==> src/rtl/pms_pkg.sv <==
package pms_pkg;
  localparam int CFG_W   = 8;
  localparam int MODE_W  = 2;
  localparam int RB_LO   = 6;
  localparam int RB_HI   = RB_LO + MODE_W - 1;
  localparam int EN_BIT  = 3;
  localparam int OV_LO   = 1;
  localparam int OV_HI   = OV_LO + MODE_W - 1;

  typedef enum logic [MODE_W-1:0] {
    MODE_LBW = 2'b00,
    MODE_BYP = 2'b01,
    MODE_RSV = 2'b10,
    MODE_HBW = 2'b11
  } pll_mode_e;

  typedef enum logic [1:0] {
    LVL_LOW  = 2'b00,
    LVL_MID  = 2'b01,
    LVL_HIGH = 2'b10,
    LVL_BAD  = 2'b11
  } strap_lvl_e;

  // Three-level strap to mode code; an invalid level falls to high bandwidth.
  function automatic logic [MODE_W-1:0] lvl_to_code(input logic [1:0] lvl);
    logic [MODE_W-1:0] c;
    case (lvl)
      LVL_LOW:  c = MODE_LBW;
      LVL_MID:  c = MODE_BYP;
      default:  c = MODE_HBW;
    endcase
    return c;
  endfunction

  // Fold the unused code into high bandwidth.
  function automatic logic [MODE_W-1:0] canon(input logic [MODE_W-1:0] c);
    return (c == MODE_RSV) ? MODE_HBW : c;
  endfunction
endpackage

==> src/rtl/pms_strap_latch.sv <==
module pms_strap_latch
  import pms_pkg::*;
(
  input  logic              clk,
  input  logic              cold_rst_n,
  input  logic [1:0]        strap_lvl,
  output logic [MODE_W-1:0] strap_code
);
  logic [MODE_W-1:0] code_q;

  // Track the strap while cold reset is held; freeze on release.
  always_ff @(posedge clk) begin
    if (!cold_rst_n) code_q <= lvl_to_code(strap_lvl);
  end

  assign strap_code = code_q;
endmodule

==> src/rtl/pms_cfg_reg.sv <==
module pms_cfg_reg
  import pms_pkg::*;
(
  input  logic              clk,
  input  logic              cold_rst_n,
  input  logic              warm_rst_n,
  input  logic              wr_en,
  input  logic [CFG_W-1:0]  wr_data,
  input  logic [MODE_W-1:0] strap_code,
  output logic              ovr_en,
  output logic [MODE_W-1:0] ovr_code,
  output logic [CFG_W-1:0]  rd_data
);
  logic              en_q;
  logic [MODE_W-1:0] code_q;
  logic              wr_ok;

  assign wr_ok = wr_en && cold_rst_n && warm_rst_n;

  always_ff @(posedge clk) begin
    if (!cold_rst_n) begin
      en_q   <= 1'b0;
      code_q <= '0;
    end else if (wr_ok) begin
      en_q   <= wr_data[EN_BIT];
      code_q <= wr_data[OV_HI:OV_LO];
    end
  end

  always_comb begin
    rd_data              = '0;
    rd_data[RB_HI:RB_LO] = strap_code;
    rd_data[EN_BIT]      = en_q;
    rd_data[OV_HI:OV_LO] = code_q;
  end

  assign ovr_en   = en_q;
  assign ovr_code = code_q;
endmodule

==> src/rtl/pms_mode_sel.sv <==
module pms_mode_sel
  import pms_pkg::*;
(
  input  logic              clk,
  input  logic              cold_rst_n,
  input  logic              warm_rst_n,
  input  logic [1:0]        strap_lvl,
  input  logic [MODE_W-1:0] strap_code,
  input  logic              ovr_en,
  input  logic [MODE_W-1:0] ovr_code,
  output logic [MODE_W-1:0] mode,
  output logic              bypass
);
  logic [MODE_W-1:0] mode_q, mode_nx;
  logic              byp_q;
  logic              load;

  always_comb begin
    load    = 1'b1;
    mode_nx = mode_q;
    if (!cold_rst_n)
      mode_nx = lvl_to_code(strap_lvl);
    else if (!warm_rst_n)
      mode_nx = ovr_en ? canon(ovr_code) : strap_code;
    else
      load = 1'b0;
  end

  always_ff @(posedge clk) begin
    if (load) begin
      mode_q <= mode_nx;
      byp_q  <= (mode_nx == MODE_BYP);
    end
  end

  assign mode   = mode_q;
  assign bypass = byp_q;
endmodule

==> src/rtl/pll_mode_strap_ctl.sv <==
module pll_mode_strap_ctl
  import pms_pkg::*;
(
  input  logic              clk,
  input  logic              cold_rst_n,
  input  logic              warm_rst_n,
  input  logic [1:0]        strap_lvl,
  input  logic              wr_en,
  input  logic [CFG_W-1:0]  wr_data,
  output logic [CFG_W-1:0]  rd_data,
  output logic [MODE_W-1:0] pll_mode,
  output logic              pll_bypass
);
  logic [MODE_W-1:0] strap_code;
  logic              ovr_en;
  logic [MODE_W-1:0] ovr_code;

  pms_strap_latch u_latch (
    .clk        (clk),
    .cold_rst_n (cold_rst_n),
    .strap_lvl  (strap_lvl),
    .strap_code (strap_code)
  );

  pms_cfg_reg u_cfg (
    .clk        (clk),
    .cold_rst_n (cold_rst_n),
    .warm_rst_n (warm_rst_n),
    .wr_en      (wr_en),
    .wr_data    (wr_data),
    .strap_code (strap_code),
    .ovr_en     (ovr_en),
    .ovr_code   (ovr_code),
    .rd_data    (rd_data)
  );

  pms_mode_sel u_sel (
    .clk        (clk),
    .cold_rst_n (cold_rst_n),
    .warm_rst_n (warm_rst_n),
    .strap_lvl  (strap_lvl),
    .strap_code (strap_code),
    .ovr_en     (ovr_en),
    .ovr_code   (ovr_code),
    .mode       (pll_mode),
    .bypass     (pll_bypass)
  );
endmodule

==> config.mk <==
export PLATFORM = sky130hd
export DESIGN_NAME = pll_mode_strap_ctl
export DESIGN_NICKNAME = d
export VERILOG_FILES = /design/src/rtl/pms_pkg.sv /design/src/rtl/pms_strap_latch.sv /design/src/rtl/pms_cfg_reg.sv /design/src/rtl/pms_mode_sel.sv /design/src/rtl/pll_mode_strap_ctl.sv
export SDC_FILE = /design/constraint.sdc
export NUM_CORES = 1
export LEC_CHECK = 0
export BUFFER_PORTS_ARGS = -buffer_cell sky130_fd_sc_hd__buf_2
export CORE_MARGIN = 3
export CORE_UTILIZATION = 25
export DETAILED_ROUTE_END_ITERATION = 12
export GPL_TIMING_DRIVEN = 0
export PLACE_DENSITY_LB_ADDON = 0.15
export SETUP_SLACK_MARGIN = 0.2
export SLEW_MARGIN = 20
export SYNTH_ARGS = -nofsm -noshare
export SYNTH_HDL_FRONTEND = slang
export SYNTH_SLANG_ARGS = --single-unit
==> constraint.sdc <==
create_clock -name clk -period 0.95 [get_ports clk]
set_input_delay 0.0475 -clock clk [delete_from_list [all_inputs] [get_ports clk]]
set_output_delay 0.0475 -clock clk [all_outputs]
set_load 0.05 [all_outputs]
==> flow_metrics.env, run 1 <==
export IMPL_mostFrequentLayoutCells="buf_2, nand3_1, nand2_1, buf_4"
export IMPL_grt_pass1_vias=312
export IMPL_yosysTopAreaCell="edfxtp_1"
export IMPL_min_from="wr_data[1]"
export IMPL_skew_ns=0.00441
export IMPL_insertion_delay_ns=0.26
export IMPL_ys_warn_count=0
export IMPL_dieArea_um2=2090
export IMPL_criticalPathCategory="reg2reg"
export IMPL_placedCellCount=72
export IMPL_reg2reg_to="u_sel.bypass"
export IMPL_start_kind="flop"
export IMPL_cts_tree="done"
export IMPL_rsz0062_at_grt="yes"
export IMPL_wl_um=834
export IMPL_layout_nets=77
export IMPL_syn_inst=40
export IMPL_grtUsageTotal_pct=9.39
export IMPL_finalHoldViolCount=0
export IMPL_fin_crit_sh_pct=106
export IMPL_root_buffer="clkbuf_4"
export IMPL_grt_pass1_wl_um=1340
export IMPL_h_tree_depth=1
export IMPL_violations="negative setup slack"
export IMPL_drt_iter0_markers=4
export IMPL_drv_slew=0
export IMPL_viasPerCell=4.27
export IMPL_wl_per_cell_um=10.8
export IMPL_yosys_top_cells_area="edfxtp_1, dfxtp_1, nand3_1, buf_4, nand2_1"
export IMPL_clockBufferDepth=2
export IMPL_placementRows=13
export IMPL_ant_nets=0
export IMPL_hold_buffers=0
export IMPL_antenna_found_initial=0
export IMPL_clock_sinks=8
export IMPL_synth_area_per_cell_um2=9.88
export IMPL_synth_distinct_cells=17
export IMPL_syn_area_um2=395
export IMPL_cts_buffers=3
export IMPL_io_pins=25
export IMPL_hpwl_um=634
export IMPL_p_per_area_nw_per_um2=1640
export IMPL_clk_pin_slew_ns=0.05
export IMPL_yosysTopAreaCellShare_pct=38.0
export IMPL_finalWeightedCongestion=0.648
export IMPL_die_w_um=45.8
export IMPL_maxCapViolations=0
export IMPL_worst_r2r_setup_slack_ns=-0.06
export IMPL_ir_drop_mv=1.01
export IMPL_seq_area_frac_synth_pct=53.2
export IMPL_hold_depth=3
export IMPL_r2r_start="u_cfg.ovr_en"
export IMPL_core_um2=1380
export IMPL_leakage_uw=0.000270
export IMPL_crit_arrival_ns=1.11
export IMPL_synth_seq_cells=8
export IMPL_holdCritPathClass="in2reg"
export IMPL_worst_slack_ns=-0.0567
export IMPL_place_ws_ns=-0.142
export IMPL_fin_crit_ns=1.01
export IMPL_layout_cells_non_filler=77
export IMPL_die_y_um=45.8
export IMPL_drive_above_1_share_pct=46.8
export IMPL_n_antenna_cell=0
export IMPL_first_pass_iters=2
export IMPL_outcome="complete, but fails checks"
export IMPL_ff2ff_path_depth=3
export IMPL_cp_max_fo=5
export IMPL_layout_area_overhead_vs_synth_pct=51.6
export IMPL_overflow=0
export IMPL_cp_data_required_time_ns=1.05
export IMPL_min_to="u_cfg.ovr_code[0]"
export IMPL_port_buffers=15
export IMPL_end_kind="flop"
export IMPL_n_fill_cell=144
export IMPL_grt_max_degree=9
export IMPL_final_common_cell="buf_2"
export IMPL_power_uw=983
export IMPL_setup_viol=4
export IMPL_vias=329
export IMPL_max_freq_ghz=0.993
export IMPL_drc=0
export IMPL_start_util_pct=28.6
-- routing by layer --
metal  share of wire [%]  up-vias  global-route usage [%]
li1                    -      173                       -
met1                  41      141                    11.2
met2                  47       15                    14.2
met3                  13        0                    6.32
met4                   0        0                    1.70
met5                   0        -                       0
-- report_power, final --
group / internal [uW] / total [uW] / switching (uW)
logic: 105 / 280 / 175
clock network: 161 / 286 / 125
registers: 398 / 417 / 19.8
total: 664 / 983 / 320
-- synth_stat cells, drive strengths merged --
cell type  count
nand2          6
nand3          6
buf            5
edfxtp         5
a21oi          3
dfxtp          3
inv            2
nor2           2
a211o          1
a31oi          1
clkbuf         1
conb           1
mux2i          1
nand2b         1
o221ai         1
or2            1
-- state kept, by name, indices dropped and copies added, names as in the netlist --
register            cells
u_cfg.ovr_code          2
u_cfg.ovr_en            1
u_latch.strap_code      2
u_sel.bypass            1
u_sel.mode              2
-- cell type report --
type                       count  area, um2  share of cell area [%]
buffer                         6       45.0                    7.52
clock buffer                   4       26.3                    4.38
multi-input combinational     26        140                    23.4
inverter                       2       7.51                    1.25
timing repair buffer          16        140                    23.4
tap                           15       18.8                    3.13
sequential                     8        221                    37.0
-- repair_timing --
action	CTS	global route
pin swaps	1	3
setup endpoints to repair	11	11
endpoints found under the hold margin	0	0
gates resized for setup	20	0
buffers inserted	0	1
-- worst max-delay path by stage --
| stage | depth (start not counted) | endpoint | from | slack (ns) |
|---|---|---|---|---|
| after floorplan | 3 | u_sel.bypass | u_latch.strap_code[1] | -0.29 |
| after global placement | 3 | u_sel.bypass | u_cfg.ovr_en | -0.15 |
| after detailed placement | 3 | u_sel.bypass | u_cfg.ovr_en | -0.14 |
| after CTS | 3 | u_sel.bypass | u_cfg.ovr_en | -0.07 |
| after global routing | 3 | u_sel.bypass | u_cfg.ovr_en | -0.12 |
| final | 3 | u_sel.bypass | u_cfg.ovr_en | -0.06 |
-- worst max-delay path, cell delays in order (launching register included) --
cell and delay, ns:
dfxtp_4 0.37, mux2i_1 0.19, o221ai_1 0.13, a31oi_1 0.16
-- cells by family after synthesis --
kind of cell	after synthesis	synth area share [%]
AO/OA/AOI/OAI	6	9.81
buffers and inverters	8	13.3
flip-flops	8	53.2
multiplexers	1	2.53
other	1	0.948
AND/OR/NAND/NOR	16	20.3
-- metrics by stage --
step	hold WS (ns)	utilization [%]	cell area, um2	setup TNS [ns]
2_1_floorplan	0.185	-	410	-0.759
3_3_place_gp	0.299	36.5	504	-0.249
3_5_place_dp	0.310	36.5	504	-0.234
4_1_cts	0.0336	42.8	592	-0.116
5_1_grt	0.0513	43.3	599	-0.310
6_report	0.0423	43.3	599	-0.116
No activity file was read; power rests on OpenSTA's default activity.
==> run 2, diff against run 1 <==
--- a/config.mk
+++ b/config.mk
@@ -11,6 +11,7 @@
 export DETAILED_ROUTE_END_ITERATION = 12
 export GPL_TIMING_DRIVEN = 0
 export PLACE_DENSITY_LB_ADDON = 0.15
+export RECOVER_POWER = 25
 export SETUP_SLACK_MARGIN = 0.2
 export SLEW_MARGIN = 20
 export SYNTH_ARGS = -nofsm -noshare
==> run 2 against run 1 <==
Against the previous run:
- wire length is 0.24% higher
- the run still ends with negative setup slack left
- clock power barely moved
- via count unchanged
- global-route usage stayed put
- combinational power hardly changed
- count of clock-buffer cells in the layout unchanged
- first-iteration DRC count stayed put
- critical endpoint unchanged
- fmax unchanged
- final cell count unchanged
==> flow_metrics.env, run 2 (synthesized netlist as in run 1, its figures left out) <==
export IMPL_outcome="complete, but fails checks"
export IMPL_violations="negative setup slack"
export IMPL_place_ws_ns=-0.142
export IMPL_power_share_combinational_pct=28.4
export IMPL_postLayoutCoreUtil_pct=43.3
export IMPL_antenna_found_initial=0
export IMPL_grtUsageTotal_pct=9.39
export IMPL_setup_viol=4
export IMPL_ant_nets=0
export IMPL_hold_buffers=0
export IMPL_vias=329
export IMPL_mostFrequentLayoutCells="nand3_1, nand2_1, buf_4, buf_2"
export IMPL_h_tree_depth=1
export IMPL_placedCellCount=72
export IMPL_seq_area_um2=221
export IMPL_fin_crit_sh_pct=106
export IMPL_ff2ff_path_depth=3
export IMPL_max_freq_ghz=0.993
export IMPL_rsz0062_at_grt="yes"
export IMPL_criticalPathCategory="reg2reg"
export IMPL_crit_chain="mux2i_1 > o221ai_1 > a31oi_1"
export IMPL_layout_cells_non_filler=77
export IMPL_die_w_um=45.8
export IMPL_core_um2=1380
export IMPL_drv_slew=0
export IMPL_root_buffer="clkbuf_4"
export IMPL_cp_top_family="flip-flops"
export IMPL_clockBufferDepth=2
export IMPL_setup_tns_ns=-0.115
export IMPL_p_switching_uw=320
export IMPL_wl_um=836
export IMPL_power_uw=983
export IMPL_wl_per_cell_um=10.9
export IMPL_cts_tree="done"
export IMPL_grt_pass1_vias=312
export IMPL_start_util_pct=28.6
export IMPL_p_per_area_nw_per_um2=1640
export IMPL_holdCritPathClass="in2reg"
export IMPL_clk_pin_slew_ns=0.05
export IMPL_swShare_pct=32.5
export IMPL_die_y_um=45.8
export IMPL_clock_sinks=8
export IMPL_port_buffers=15
export IMPL_critPathBufInv=0
export IMPL_cp_data_required_time_ns=1.05
export IMPL_multi_input_comb_area_um2=140
export IMPL_dieArea_um2=2090
export IMPL_viasPerCell=4.27
export IMPL_drive_above_1_share_pct=45.2
export IMPL_clockPowerShare_pct=29.1
export IMPL_fin_crit_ns=1.01
export IMPL_hold_depth=3
export IMPL_maxCapViolations=0
export IMPL_worst_slack_ns=-0.0567
export IMPL_cp_max_fo=5
export IMPL_n_antenna_cell=0
export IMPL_start_kind="flop"
export IMPL_cts_buffers=3
export IMPL_io_pins=25
export IMPL_n_fill_cell=145
export IMPL_finalWeightedCongestion=0.648
export IMPL_finalHoldViolCount=0
export IMPL_overflow=0
export IMPL_ir_drop_mv=1.01
export IMPL_placementRows=13
export IMPL_hpwl_um=634
export IMPL_insertion_delay_ns=0.26
export IMPL_p_int_uw=663
export IMPL_skew_ns=0.00440
export IMPL_leakage_uw=0.000267
export IMPL_drc=0
export IMPL_grt_pass1_wl_um=1340
export IMPL_layout_area_overhead_vs_synth_pct=51.3
export IMPL_crit_slowest_cell="dfxtp_4"
export IMPL_critPathMaxStageDelay_ns=0.37
export IMPL_end_kind="flop"
export IMPL_seqPwrFrac_pct=42.5
export IMPL_layout_nets=77
export IMPL_crit_arrival_ns=1.11
export IMPL_drt_iter0_markers=4
export IMPL_first_pass_iters=2
export IMPL_grt_max_degree=9
export IMPL_cp_num_cells=3
==> run 2: changes by cell type in the layout (fill, tap and decap cells not counted) <==
| cell | before | now |
|---|---|---|
| buf_2 | 7 | 6 |
| clkbuf_1 | 2 | 3 |
==> run 2: metal layers <==
metal / GRT usage, % / part of all wire (%) / vias to the layer above
li1: - / - / 173
met1: 11.2 / 41 / 141
met2: 14.2 / 47 / 15
met3: 6.32 / 13 / 0
met4: 1.70 / 0 / 0
met5: 0 / 0 / -
==> run 2: worst paths after layout <==
check	to	from	slack [ns]
hold / removal	u_cfg.ovr_code[0]	wr_data[1]	0.04
setup / recovery	u_sel.bypass	u_cfg.ovr_en	-0.06
hold reg to reg	u_cfg.ovr_code[0]	u_cfg.ovr_code[0]	0.50
setup reg to reg	u_sel.bypass	u_cfg.ovr_en	-0.06
==> run 2: stage by stage <==
stage | hold slack [ns] | area (um2)
after CTS | 0.0336 | 592
after global routing | 0.0513 | 598
after global placement | 0.299 | 504
final | 0.0423 | 598
after floorplan | 0.185 | 410
after detailed placement | 0.310 | 504
==> run 2: power by group through the flow <==
stage | logic, uW | clock network, uW | registers (uW)
2_1_floorplan | 95.2 | 0 | 510
3_3_place_gp | 240 | 0 | 420
3_5_place_dp | 240 | 0 | 420
4_1_cts | 275 | 293 | 419
5_1_grt | 295 | 325 | 419
6_report | 279 | 286 | 417
==> run 2: cell type report <==
cell class	instances	area share, %
well taps	15	3.14
clock buffers	4	4.39
multi-input cells	26	23.4
plain buffers	6	7.53
repair buffers	16	23.2
flip-flops and latches	8	37.0
inverters	2	1.26
==> run 2: repair_timing <==
action,4_1_cts,5_1_grt
setup buffers,0,1
resized for setup,20,0
cloned,0,0
setup endpoints to repair,11,11
endpoints found under the hold margin,0,0
pin swaps,1,3
==> run 2: worst min-delay path, delay by kind of cell <==
family	cells	cell delay (ns)
AOI/OAI and AO/OA	1	0.06
buffers and inverters	1	0.09
and+or+nand+nor	1	0.06
==> run 3, diff against run 2 <==
==> constraint.sdc (replaced) <==
create_clock -name clk -period 1.2 [get_ports clk]
set_input_delay 0.06 -clock clk [delete_from_list [all_inputs] [get_ports clk]]
set_output_delay 0.06 -clock clk [all_outputs]
set_load 0.05 [all_outputs]
==> run 3 against run 2 <==
Against the previous run:
- the flow now finishes without violations
- final cell count fell by 1.3%
- die area did not move
- combinational power fell by 30%
- largest power group unchanged
==> flow_metrics.env, run 3 (synthesized netlist as in run 1, its figures left out) <==
export IMPL_outcome="finished clean"
export IMPL_setup_viol=0
export IMPL_cp_max_fo=5
export IMPL_wl_um=819
export IMPL_fin_crit_ns=1.06
export IMPL_setup_tns_ns=0
export IMPL_fin_crit_sh_pct=88.2
export IMPL_cp_top_family="flip-flops"
export IMPL_end_kind="flop"
export IMPL_layout_cells_non_filler=76
export IMPL_critPathLaunch="u_cfg.ovr_en"
export IMPL_io_pins=25
export IMPL_clockBufferDepth=2
export IMPL_crit_arrival_ns=1.15
export IMPL_layout_nets=76
export IMPL_clk_pin_slew_ns=0.05
export IMPL_r2r_start="u_cfg.ovr_en"
export IMPL_clock_sinks=8
export IMPL_place_ws_ns=0.0857
export IMPL_cp_data_required_time_ns=1.29
export IMPL_rsz0062_at_grt="yes"
export IMPL_ant_nets=0
export IMPL_die_y_um=45.8
export IMPL_insertion_delay_ns=0.26
export IMPL_hpwl_um=623
export IMPL_crit_slowest_cell="dfxtp_4"
export IMPL_ir_drop_mv=0.563
export IMPL_grt_max_degree=9
export IMPL_crit_chain="mux2i_2 > o221ai_2 > a31oi_1"
export IMPL_hold_depth=3
export IMPL_drc=0
export IMPL_criticalPathCategory="reg2reg"
export IMPL_placedCellCount=72
export IMPL_first_pass_iters=4
export IMPL_start_util_pct=28.6
export IMPL_cp_num_cells=3
export IMPL_core_um2=1380
export IMPL_antenna_found_initial=0
export IMPL_cts_buffers=3
export IMPL_root_buffer="clkbuf_4"
export IMPL_hold_buffers=0
export IMPL_skew_ns=0.00666
export IMPL_cts_tree="done"
export IMPL_overflow=0
export IMPL_viasPerCell=4.42
export IMPL_n_antenna_cell=0
export IMPL_finalHoldViolCount=0
export IMPL_grtUsageTotal_pct=9.13
export IMPL_endpoint="u_sel.bypass"
export IMPL_cts_setup_buffers=0
export IMPL_grt_pass1_vias=290
export IMPL_mostFrequentLayoutCells="buf_2, nand3_1, nand2_1"
export IMPL_critPathBufInv=0
export IMPL_h_tree_depth=1
export IMPL_maxCapViolations=0
export IMPL_max_freq_ghz=0.944
export IMPL_critPathMaxStageDelay_ns=0.37
export IMPL_p_per_area_nw_per_um2=1380
export IMPL_wl_per_cell_um=10.8
export IMPL_vias=336
export IMPL_reg2reg_to="u_sel.bypass"
export IMPL_final_common_cell="buf_2"
export IMPL_die_w_um=45.8
export IMPL_leakage_uw=0.000248
export IMPL_ff2ff_path_depth=3
export IMPL_finalWeightedCongestion=0.687
export IMPL_dieArea_um2=2090
export IMPL_port_buffers=15
export IMPL_drv_slew=0
export IMPL_layout_area_overhead_vs_synth_pct=37.3
export IMPL_placementRows=13
export IMPL_holdCritPathClass="in2reg"
export IMPL_worst_slack_ns=0.141
export IMPL_n_fill_cell=154
export IMPL_worst_r2r_setup_slack_ns=0.14
export IMPL_drive_above_1_share_pct=45.9
export IMPL_drt_iter0_markers=2
export IMPL_start_kind="flop"
export IMPL_grt_pass1_wl_um=1250
-- run 3: cell types whose count changed in the layout (fill, tap and decap cells not counted), sizes merged --
cell | before | now
buf | 20 | 18
clkbuf | 6 | 7
-- run 3: worst min-delay path: stages --
cell and delay [ns]:
buf_2 0.10, nand3_1 0.05, a21oi_1 0.05
-- run 3: worst min-delay path by stage --
stage               startpoint                 to  slack [ns]
floorplan           wr_data[1]  u_cfg.ovr_code[0]        0.20
global placement    wr_data[1]  u_cfg.ovr_code[0]        0.31
detailed placement  wr_data[1]  u_cfg.ovr_code[0]        0.31
CTS                 wr_data[1]  u_cfg.ovr_code[0]        0.04
global route        wr_data[2]  u_cfg.ovr_code[1]        0.05
finish              wr_data[3]       u_cfg.ovr_en        0.05
-- run 3: cell type report --
| cell class | count | area, um2 | share of cell area (%) |
|---|---|---|---|
| Timing Repair Buffer | 15 | 78.8 | 14.5 |
| Inverter | 2 | 7.51 | 1.38 |
| Buffer | 6 | 45.0 | 8.29 |
| Clock buffer | 4 | 26.3 | 4.84 |
| Tap cell | 15 | 18.8 | 3.46 |
| Sequential cell | 8 | 216 | 39.9 |
| Multi-Input combinational cell | 26 | 150 | 27.6 |
-- run 3: repair_timing --
action	4_1_cts	5_1_grt
resized for setup	3	3
hold endpoints to repair	0	0
setup endpoints to repair	3	4
pin swaps	1	1
-- run 3: report_power, final --
group          total [uW]  switching, uW  leakage, uW  internal, uW
sequential            330           12.5    0.0000771           317
combinational         195            139     0.000156          56.4
clock                 226           97.9    0.0000150           128
-- run 3: routing by layer --
metal	part of all wire [%]	global-route usage (%)	vias to the layer above
met1	42	10.8	146
met3	12	5.93	2
met4	0.98	3.41	0
li1	-	-	171
met5	0	0	-
met2	45	13.1	17
-- run 3: metrics by stage --
stage / instance area [um2] / power, uW / util [%] / hold WS [ns]
final: 543 / 751 / 39.3 / 0.0456
after global routing: 543 / 799 / 39.3 / 0.0481
after CTS: 532 / 761 / 38.5 / 0.0370
after detailed placement: 499 / 526 / 36.1 / 0.312
after global placement: 499 / 526 / 36.1 / 0.311
after floorplan: 405 / 482 / - / 0.200
